<file path="src/rtl/dsu_pkg.sv">
package dsu_pkg;

    localparam int unsigned PAGE_W = 4;
    localparam int unsigned REG_W  = PAGE_W + 1;

    typedef struct packed {
        logic              sw_off;
        logic [PAGE_W-1:0] target;
    } sel_cfg_t;

    typedef enum logic [1:0] {
        SRC_NONE = 2'd0,
        SRC_GLB  = 2'd1,
        SRC_AUX  = 2'd2,
        SRC_SOFT = 2'd3
    } sel_src_e;

    localparam sel_cfg_t CFG_RESET = '{sw_off: 1'b1, target: '0};

    function automatic sel_src_e pick_source(
        input logic              glb_n,
        input logic              aux_n,
        input sel_cfg_t          cfg,
        input logic [PAGE_W-1:0] strap
    );
        sel_src_e src;
        if (!glb_n)
            src = SRC_GLB;
        else if (!aux_n)
            src = SRC_AUX;
        else if (!cfg.sw_off && (cfg.target == strap))
            src = SRC_SOFT;
        else
            src = SRC_NONE;
        return src;
    endfunction

endpackage

</file>
<file path="src/rtl/dsu_fall_det.sv">
module dsu_fall_det (
    input  logic clk,
    input  logic rst,
    input  logic strobe_n,
    output logic fall
);
    logic prev_q;

    always_ff @(posedge clk) begin
        if (rst) prev_q <= 1'b1;
        else     prev_q <= strobe_n;
    end

    assign fall = prev_q & ~strobe_n;
endmodule

</file>
<file path="src/rtl/dsu_decide.sv">
module dsu_decide
    import dsu_pkg::*;
(
    input  logic              glb_n,
    input  logic              aux_n,
    input  sel_cfg_t          cfg,
    input  logic [PAGE_W-1:0] strap,
    output sel_src_e          src,
    output logic              hit
);
    always_comb begin
        src = pick_source(glb_n, aux_n, cfg, strap);
        hit = (src != SRC_NONE);
    end
endmodule

</file>
<file path="src/rtl/dsu_cfg_reg.sv">
module dsu_cfg_reg
    import dsu_pkg::*;
(
    input  logic     clk,
    input  logic     rst,
    input  logic     load,
    input  sel_cfg_t din,
    output sel_cfg_t cfg
);
    always_ff @(posedge clk) begin
        if (rst)       cfg <= CFG_RESET;
        else if (load) cfg <= din;
    end
endmodule

</file>
<file path="src/rtl/dev_select_unit.sv">
module dev_select_unit
    import dsu_pkg::*;
(
    input  logic              clk,
    input  logic              rst,
    input  logic              e_n,
    input  logic              cs1_n,
    input  logic              cs2_n,
    input  logic              wr_en,
    input  logic [REG_W-1:0]  wr_data,
    input  logic [PAGE_W-1:0] page_addr,
    output logic              dev_sel,
    output logic [REG_W-1:0]  sel_reg
);
    logic     fall;
    logic     hit;
    sel_src_e src;
    sel_cfg_t cfg;
    sel_cfg_t cfg_din;
    logic     cfg_load;
    sel_src_e last_src;

    dsu_fall_det u_fall (
        .clk      (clk),
        .rst      (rst),
        .strobe_n (e_n),
        .fall     (fall)
    );

    dsu_decide u_dec (
        .glb_n (cs1_n),
        .aux_n (cs2_n),
        .cfg   (cfg),
        .strap (page_addr),
        .src   (src),
        .hit   (hit)
    );

    assign cfg_din  = sel_cfg_t'(wr_data);
    assign cfg_load = fall & hit & wr_en;

    dsu_cfg_reg u_cfg (
        .clk  (clk),
        .rst  (rst),
        .load (cfg_load),
        .din  (cfg_din),
        .cfg  (cfg)
    );

    always_ff @(posedge clk) begin
        if (rst)       last_src <= SRC_NONE;
        else if (fall) last_src <= src;
    end

    assign dev_sel = (last_src != SRC_NONE);
    assign sel_reg = cfg;
endmodule

</file>
<file path="config.mk">
export PLATFORM = sky130hd
export DESIGN_NAME = dev_select_unit
export DESIGN_NICKNAME = d
export VERILOG_FILES = /design/src/rtl/dsu_pkg.sv /design/src/rtl/dsu_fall_det.sv /design/src/rtl/dsu_decide.sv /design/src/rtl/dsu_cfg_reg.sv /design/src/rtl/dev_select_unit.sv
export SDC_FILE = /design/constraint.sdc
export NUM_CORES = 1
export LEC_CHECK = 0
export ABC_AREA = 1
export BUFFER_PORTS_ARGS = -buffer_cell sky130_fd_sc_hd__buf_2
export CAP_MARGIN = 20
export CORE_AREA = 5 5 42 44
export DETAILED_ROUTE_END_ITERATION = 6
export DIE_AREA = 0 0 47 49
export GPL_TIMING_DRIVEN = 0
export SYNTH_ARGS = -nofsm -noshare
export SYNTH_HDL_FRONTEND = slang
export SYNTH_SLANG_ARGS = --single-unit
export TNS_END_PERCENT = 10
</file>
<file path="constraint.sdc">
create_clock -name clk -period 1.2 [get_ports clk]
set_input_delay 0.24 -clock clk [delete_from_list [all_inputs] [get_ports clk]]
set_output_delay 0.24 -clock clk [all_outputs]
set_load 0.1 [all_outputs]
</file>
==> results.yml, run 1 <==
yosys:
  synth_top_family_by_area: "simple AND/OR/NAND/NOR gates"
  synth.ff_latch_count: 8
  synthMuxAreaShare_pct: 0
  syn_area_um2: 469
  yosysWarnings: 0
  ys_seq_area_share_pct: 34.1
  synthAdderAreaFrac_pct: 0
  synth_compound_area_share_pct: 3.20
  synth_nets: 88
  syn_avg_cell_area_um2: 6.43
  synth_simple_gate_area_share_pct: 44.8
  syn-instance-count: 73
  synth.distinct_cells: 14
  synth_xor_area_share_pct: 1.87
cells_and_area:
  syn2layout_area_growth_pct: 47.7
  final-instance-count-excl-fill: 115
  mostFrequentLayoutCells: "nand2_1, inv_1, buf_2"
  nets: 115
  drive_gt1_share_pct: 43.4
  antennaDiodeCount: 0
  mostFrequentLayoutCell: "nand2_1"
clocking:
  cts_tree: "yes"
  cts_root_buf: "clkbuf_4"
  clk_pin_slew_ns: 0.06
  hold_buffers: 0
  htreeDepth: 1
  cts_made_buffers: 3
  cts_buffer_depth: 2
  clock_sinks: 8
  insertion_delay_ns: 0.26
timing:
  hold_viol_final: 0
  period_share_pct: 105
  finalMaxSlewViolations: 0
  final.setup.tns_ns: -0.153
  fmax_mhz: 795
  whs_ns: 0.153
  setup_ws_ns: -0.0572
  setup_viol: 6
  worstMarginPinSlew_ns: 0.279
  grt_setup_unrepaired: "true"
  relSlewSlack_pct: 81.6
  fin_crit_ns: 1.26
  worst_clock_skew_ns: 0.00934
run:
  drv_cap: 0
drt:
  via_per_inst: 4.34
  drt-total-wl_mm: 1.04
  num_vias: 499
  drt_first_pass_iters: 4
  wl_per_cell_um: 9.06
  drt_iter0_markers: 5
  drt_drc_violations_left: 0
  postRouteAntennaNets: 0
grt:
  grt_pass1_vias: 394
  grt_pass1_wl_mm: 1.64
  grt_usage_pct: 9.94
  gr-total-overflow: 0
  grt_max_degree: 9
  antenna_found_initial: 0
power:
  p_leak_nw: 0.384
  combPwrFrac_pct: 32.5
  clockPowerShare_pct: 30.1
  ir_drop_mv: 0.600
  powerDensity_nw_per_um2: 1120
  p_int_w: 0.000487
  swShare_pct: 37.0
  power_frac_seq_pct: 37.4
  p_sw_w: 0.000286
worst_hold_path:
  holdPathStages: 2
  hold_start: "rst"
  hp-class: "in -> reg"
  min_delay_worst_endpoint: "last_src[1]"
worst_setup_path:
  cp-start-kind: "register"
  required_ns: 1.35
  r2r-start: "u_cfg.cfg[1]"
  crit_fanout: 5
  r2r-end: "u_cfg.cfg[0]"
  end_kind: "register"
  worstPathArrival_ns: 1.41
  critPathKind: "reg -> reg"
  r2r_cells: 9
  critPathLaunch: "u_cfg.cfg[1]"
  reg2reg_slack_ns: -0.06
placement:
  portBuffers: 20
  dp.cells: 109
  place.gp.congestion: 0.661
  dpl.hpwl_um: 811
floorplan:
  ios: 21
  die_area_um2: 2300
  initial_core_util_pct: 33.5
  core_um2: 1400
  die_w_um: 47
  num_rows: 14
  die_h_um: 49
run_status:
  status: "finished with violations"
  violations: "setup timing"
Yosys cell counts:
master,count,share of area (%)
a21oi_1,2,2.1
nand3_1,2,2.1
dfxtp_1,8,34
nand3_4,2,7.5
o21ai_1,1,1.1
nand4_1,5,6.7
inv_2,1,0.80
inv_1,19,15
xnor2_1,1,1.9
or2_2,1,1.3
nand3_2,1,2.1
nor2_2,2,2.7
nor2_1,5,4.0
nand2_1,23,18
final cells by class:
| type | instances | area (µm²) |
|---|---|---|
| repair buffers | 22 | 143 |
| fillers | 157 | 708 |
| flip-flops and latches | 8 | 180 |
| multi-input cells | 45 | 246 |
| well taps | 16 | 20.0 |
| inverters | 20 | 77.6 |
| clock buffers | 4 | 26.3 |
per-layer routing:
layer / global-route usage, % / vias to the layer above / share of wire [%]
met5: 0 / - / 0
met4: 6.91 / 0 / 2.1
met3: 2.21 / 4 / 8.3
met2: 13.6 / 14 / 47
met1: 13.2 / 210 / 42
li1: - / 271 / -
registers in the layout, summed over array words and instances (netlist names):
name,cells
last_src,2
u_fall.prev_q,1
u_cfg.cfg,5
worst max path at each step:
stage | to | slack, ns
after floorplan | u_cfg.cfg[4] | -0.12
after global placement | u_cfg.cfg[2] | -0.01
after detailed placement | u_cfg.cfg[2] | -0.06
after CTS | dev_sel | -0.04
after global routing | u_cfg.cfg[1] | -0.14
final | u_cfg.cfg[0] | -0.06
worst max-delay path, cell delays in order, from the launching register on:
cell     delay, ns
dfxtp_4       0.36
nand2_1       0.07
nand2_1       0.06
nor2_2        0.11
nand3_2       0.13
nand3_4       0.14
buf_4         0.12
nand4_1       0.06
nand2_1       0.07
nor2_1        0.03
power by group through the flow:
stage / combinational, W / clock, W / sequential [W]
after global placement: 0.000222 / 0 / 0.000293
after floorplan: 0.0000939 / 0 / 0.000369
final: 0.000251 / 0.000233 / 0.000289
after global routing: 0.000272 / 0.000245 / 0.000292
after CTS: 0.000243 / 0.000241 / 0.000289
after detailed placement: 0.000224 / 0 / 0.000294
kinds of logic after synthesis:
| family | Yosys count |
|---|---|
| buffers and inverters | 20 |
| DFF | 8 |
| and+or+nand+nor | 41 |
| xor gates and xnor gates | 1 |
| AOI/OAI and AO/OA | 3 |
metrics by stage:
stage | util (%) | setup slack, ns | cell area (µm²) | total power (W)
after floorplan | - | -0.122 | 488 | 0.000463
after global placement | 43.4 | -0.0112 | 608 | 0.000515
after detailed placement | 43.4 | -0.0554 | 608 | 0.000517
after CTS | 47.4 | -0.0444 | 664 | 0.000773
after global routing | 49.5 | -0.139 | 693 | 0.000809
final | 49.5 | -0.0572 | 693 | 0.000773
repair_timing:
item                       4_1_cts  5_1_grt
setup buffers                    0        2
pin swaps                        3        8
resized for setup               10        6
setup endpoints to repair       11        8
Power figures use the tool's default switching activity.
==> run 2: changes to the inputs <==
- clock period: 1.2 -> 1.6 ns (I/O delays scaled with it)
==> run 2 against run 1 <==
Critical endpoint is now dev_sel. Die area stayed put. Largest power group unchanged. Clock power is 34% lower. Combinational power shrank 34%. Clock skew fell by 0.0062 ns. The run now ends clean. Cell count is 2.6% lower. Critical path depth fell by 7. Cell area decreased by 11%. Worst hold slack gained 0.094 ns.
==> results.yml, run 2 (synthesis gave the netlist of run 1 again) <==
run_status:
  status: "finished, final reports clean"
floorplan:
  die_h_um: 49
  num_rows: 14
  die_area_um2: 2300
  initial_core_util_pct: 33.5
  die_w_um: 47
  core_um2: 1400
  ios: 21
worst_setup_path:
  worstPathArrival_ns: 1.12
  crit_slowest_cell: "dfxtp_1"
  critPathLaunch: "last_src[1]"
  critPathKind: "reg -> out"
  cp-start-kind: "register"
  required_ns: 1.28
  end_kind: "primary output"
  cp_cell_sequence: "or2_2, buf_2"
  crit_fanout: 2
  r2r-start: "u_cfg.cfg[0]"
  slowest_delay_ns: 0.30
clocking:
  htreeDepth: 1
  clock_sinks: 8
  cts_buffer_depth: 2
  postCtsResizedCells: 0
  insertion_delay_ns: 0.25
  hold_buffers: 0
  cts_root_buf: "clkbuf_4"
  cts_setup_buffers: 0
  cts_tree: "yes"
  clk_pin_slew_ns: 0.05
  cts_made_buffers: 3
cells_and_area:
  ff_latch_area_um2: 166
  mostFrequentLayoutCell: "nand2_1"
  largest_register: "u_cfg.cfg"
  drive_gt1_share_pct: 36.5
  mostFrequentLayoutCells: "nand2_1, buf_2, inv_1"
  largest_reg_flops: 5
  multi_input_area_um2: 234
  top_regs: "u_cfg.cfg: 5 flops, last_src: 2 flops, u_fall.prev_q: 1 flops"
  n_fill_cell: 149
  antennaDiodeCount: 0
  nets: 113
  syn2layout_area_growth_pct: 31.7
placement:
  place.gp.congestion: 0.652
  dpl.hpwl_um: 781
  portBuffers: 20
drt:
  drt-total-wl_um: 957
  wl_per_cell_um: 8.54
  drt_drc_violations_left: 0
  drt_iter0_markers: 8
  num_vias: 469
  drt_first_pass_iters: 4
  via_per_inst: 4.19
  postRouteAntennaNets: 0
timing:
  fin_crit_ns: 1.44
  hold_viol_final: 0
  finalMaxSlewViolations: 0
  worst_clock_skew_ns: 0.00312
  relSlewSlack_pct: 67.5
  fmax_mhz: 692
  whs_ns: 0.247
  final.setup.tns_ns: 0
  period_share_pct: 90.3
  worstMarginPinSlew_ns: 0.490
  grt_setup_unrepaired: "false"
  setup_viol: 0
worst_hold_path:
  hp-class: "in -> reg"
  hold_start: "rst"
grt:
  antenna_found_initial: 0
  gr-total-overflow: 0
  grt_pass1_wl_mm: 1.59
  grt_usage_pct: 9.60
  grt_max_degree: 9
  grt_pass1_vias: 415
power:
  clockPowerShare_pct: 28.4
  combPwrFrac_pct: 30.8
  power_frac_seq_pct: 40.7
  p_leak_nw: 0.365
  swShare_pct: 36.6
  powerDensity_nw_per_um2: 873
  p_sw_w: 0.000197
  ir_drop_mv: 0.460
  p_int_w: 0.000342
run:
  drv_cap: 0
## run 2: cell count changes in the layout (fill, tap and decap cells not counted), moves of 4 or more
cell     previous run  this run
buf_4               7         0
buf_2              14        20
dfxtp_4             5         0
dfxtp_2             1         5
nand2_1            19        23
nand2_2             4         0
## run 2: metrics by stage
step | setup slack, ns | power [W] | cell area (µm²) | util [%] | cells
after floorplan | 0.0901 | 0.000351 | 475 | - | 73
after global placement | 0.344 | 0.000390 | 596 | 42.5 | 109
after detailed placement | 0.331 | 0.000392 | 596 | 42.5 | 109
after CTS | 0.144 | 0.000551 | 618 | 44.1 | 112
after global routing | 0.0971 | 0.000578 | 618 | 44.1 | 112
final | 0.155 | 0.000539 | 618 | 44.1 | 112
## run 2: power groups by stage
stage / sequential, W / clock (W) / combinational (W)
floorplan: 0.000281 / 0 / 0.0000708
global placement: 0.000224 / 0 / 0.000166
detailed placement: 0.000224 / 0 / 0.000167
CTS: 0.000220 / 0.000163 / 0.000168
global route: 0.000221 / 0.000173 / 0.000183
finish: 0.000220 / 0.000153 / 0.000166
## run 2: worst paths after layout
kind / end / slack (ns) / cells past startpoint
worst max-delay path: dev_sel / 0.16 / 2
worst min-delay path: last_src[1] / 0.25 / 2
worst max register to register: u_cfg.cfg[4] / 0.41 / 9
worst min register to register: last_src[1] / 0.46 / 2
## run 2: final cells by class
| type | instances | share of cell area, % |
|---|---|---|
| sequential | 8 | 26.9 |
| timing repair buffer | 20 | 16.2 |
| multi-input combinational | 45 | 37.9 |
| clock buffer | 3 | 3.64 |
| inverter | 20 | 12.1 |
| tap | 16 | 3.24 |
## run 2: critical path: cells and delay by family (launching register included)
family / cells / cell delay, ns
DFF: 1 / 0.30
buffers and inverters: 1 / 0.29
and+or+nand+nor: 1 / 0.28
## run 2: metal layers
metal  global-route usage [%]  routed length [µm]  vias to the layer above
li1                         -                   -                      264
met1                     12.0                 414                      187
met2                     13.3                 434                       18
met3                     4.06                 108                        0
met4                     5.53                   0                        0
met5                        0                   0                        -
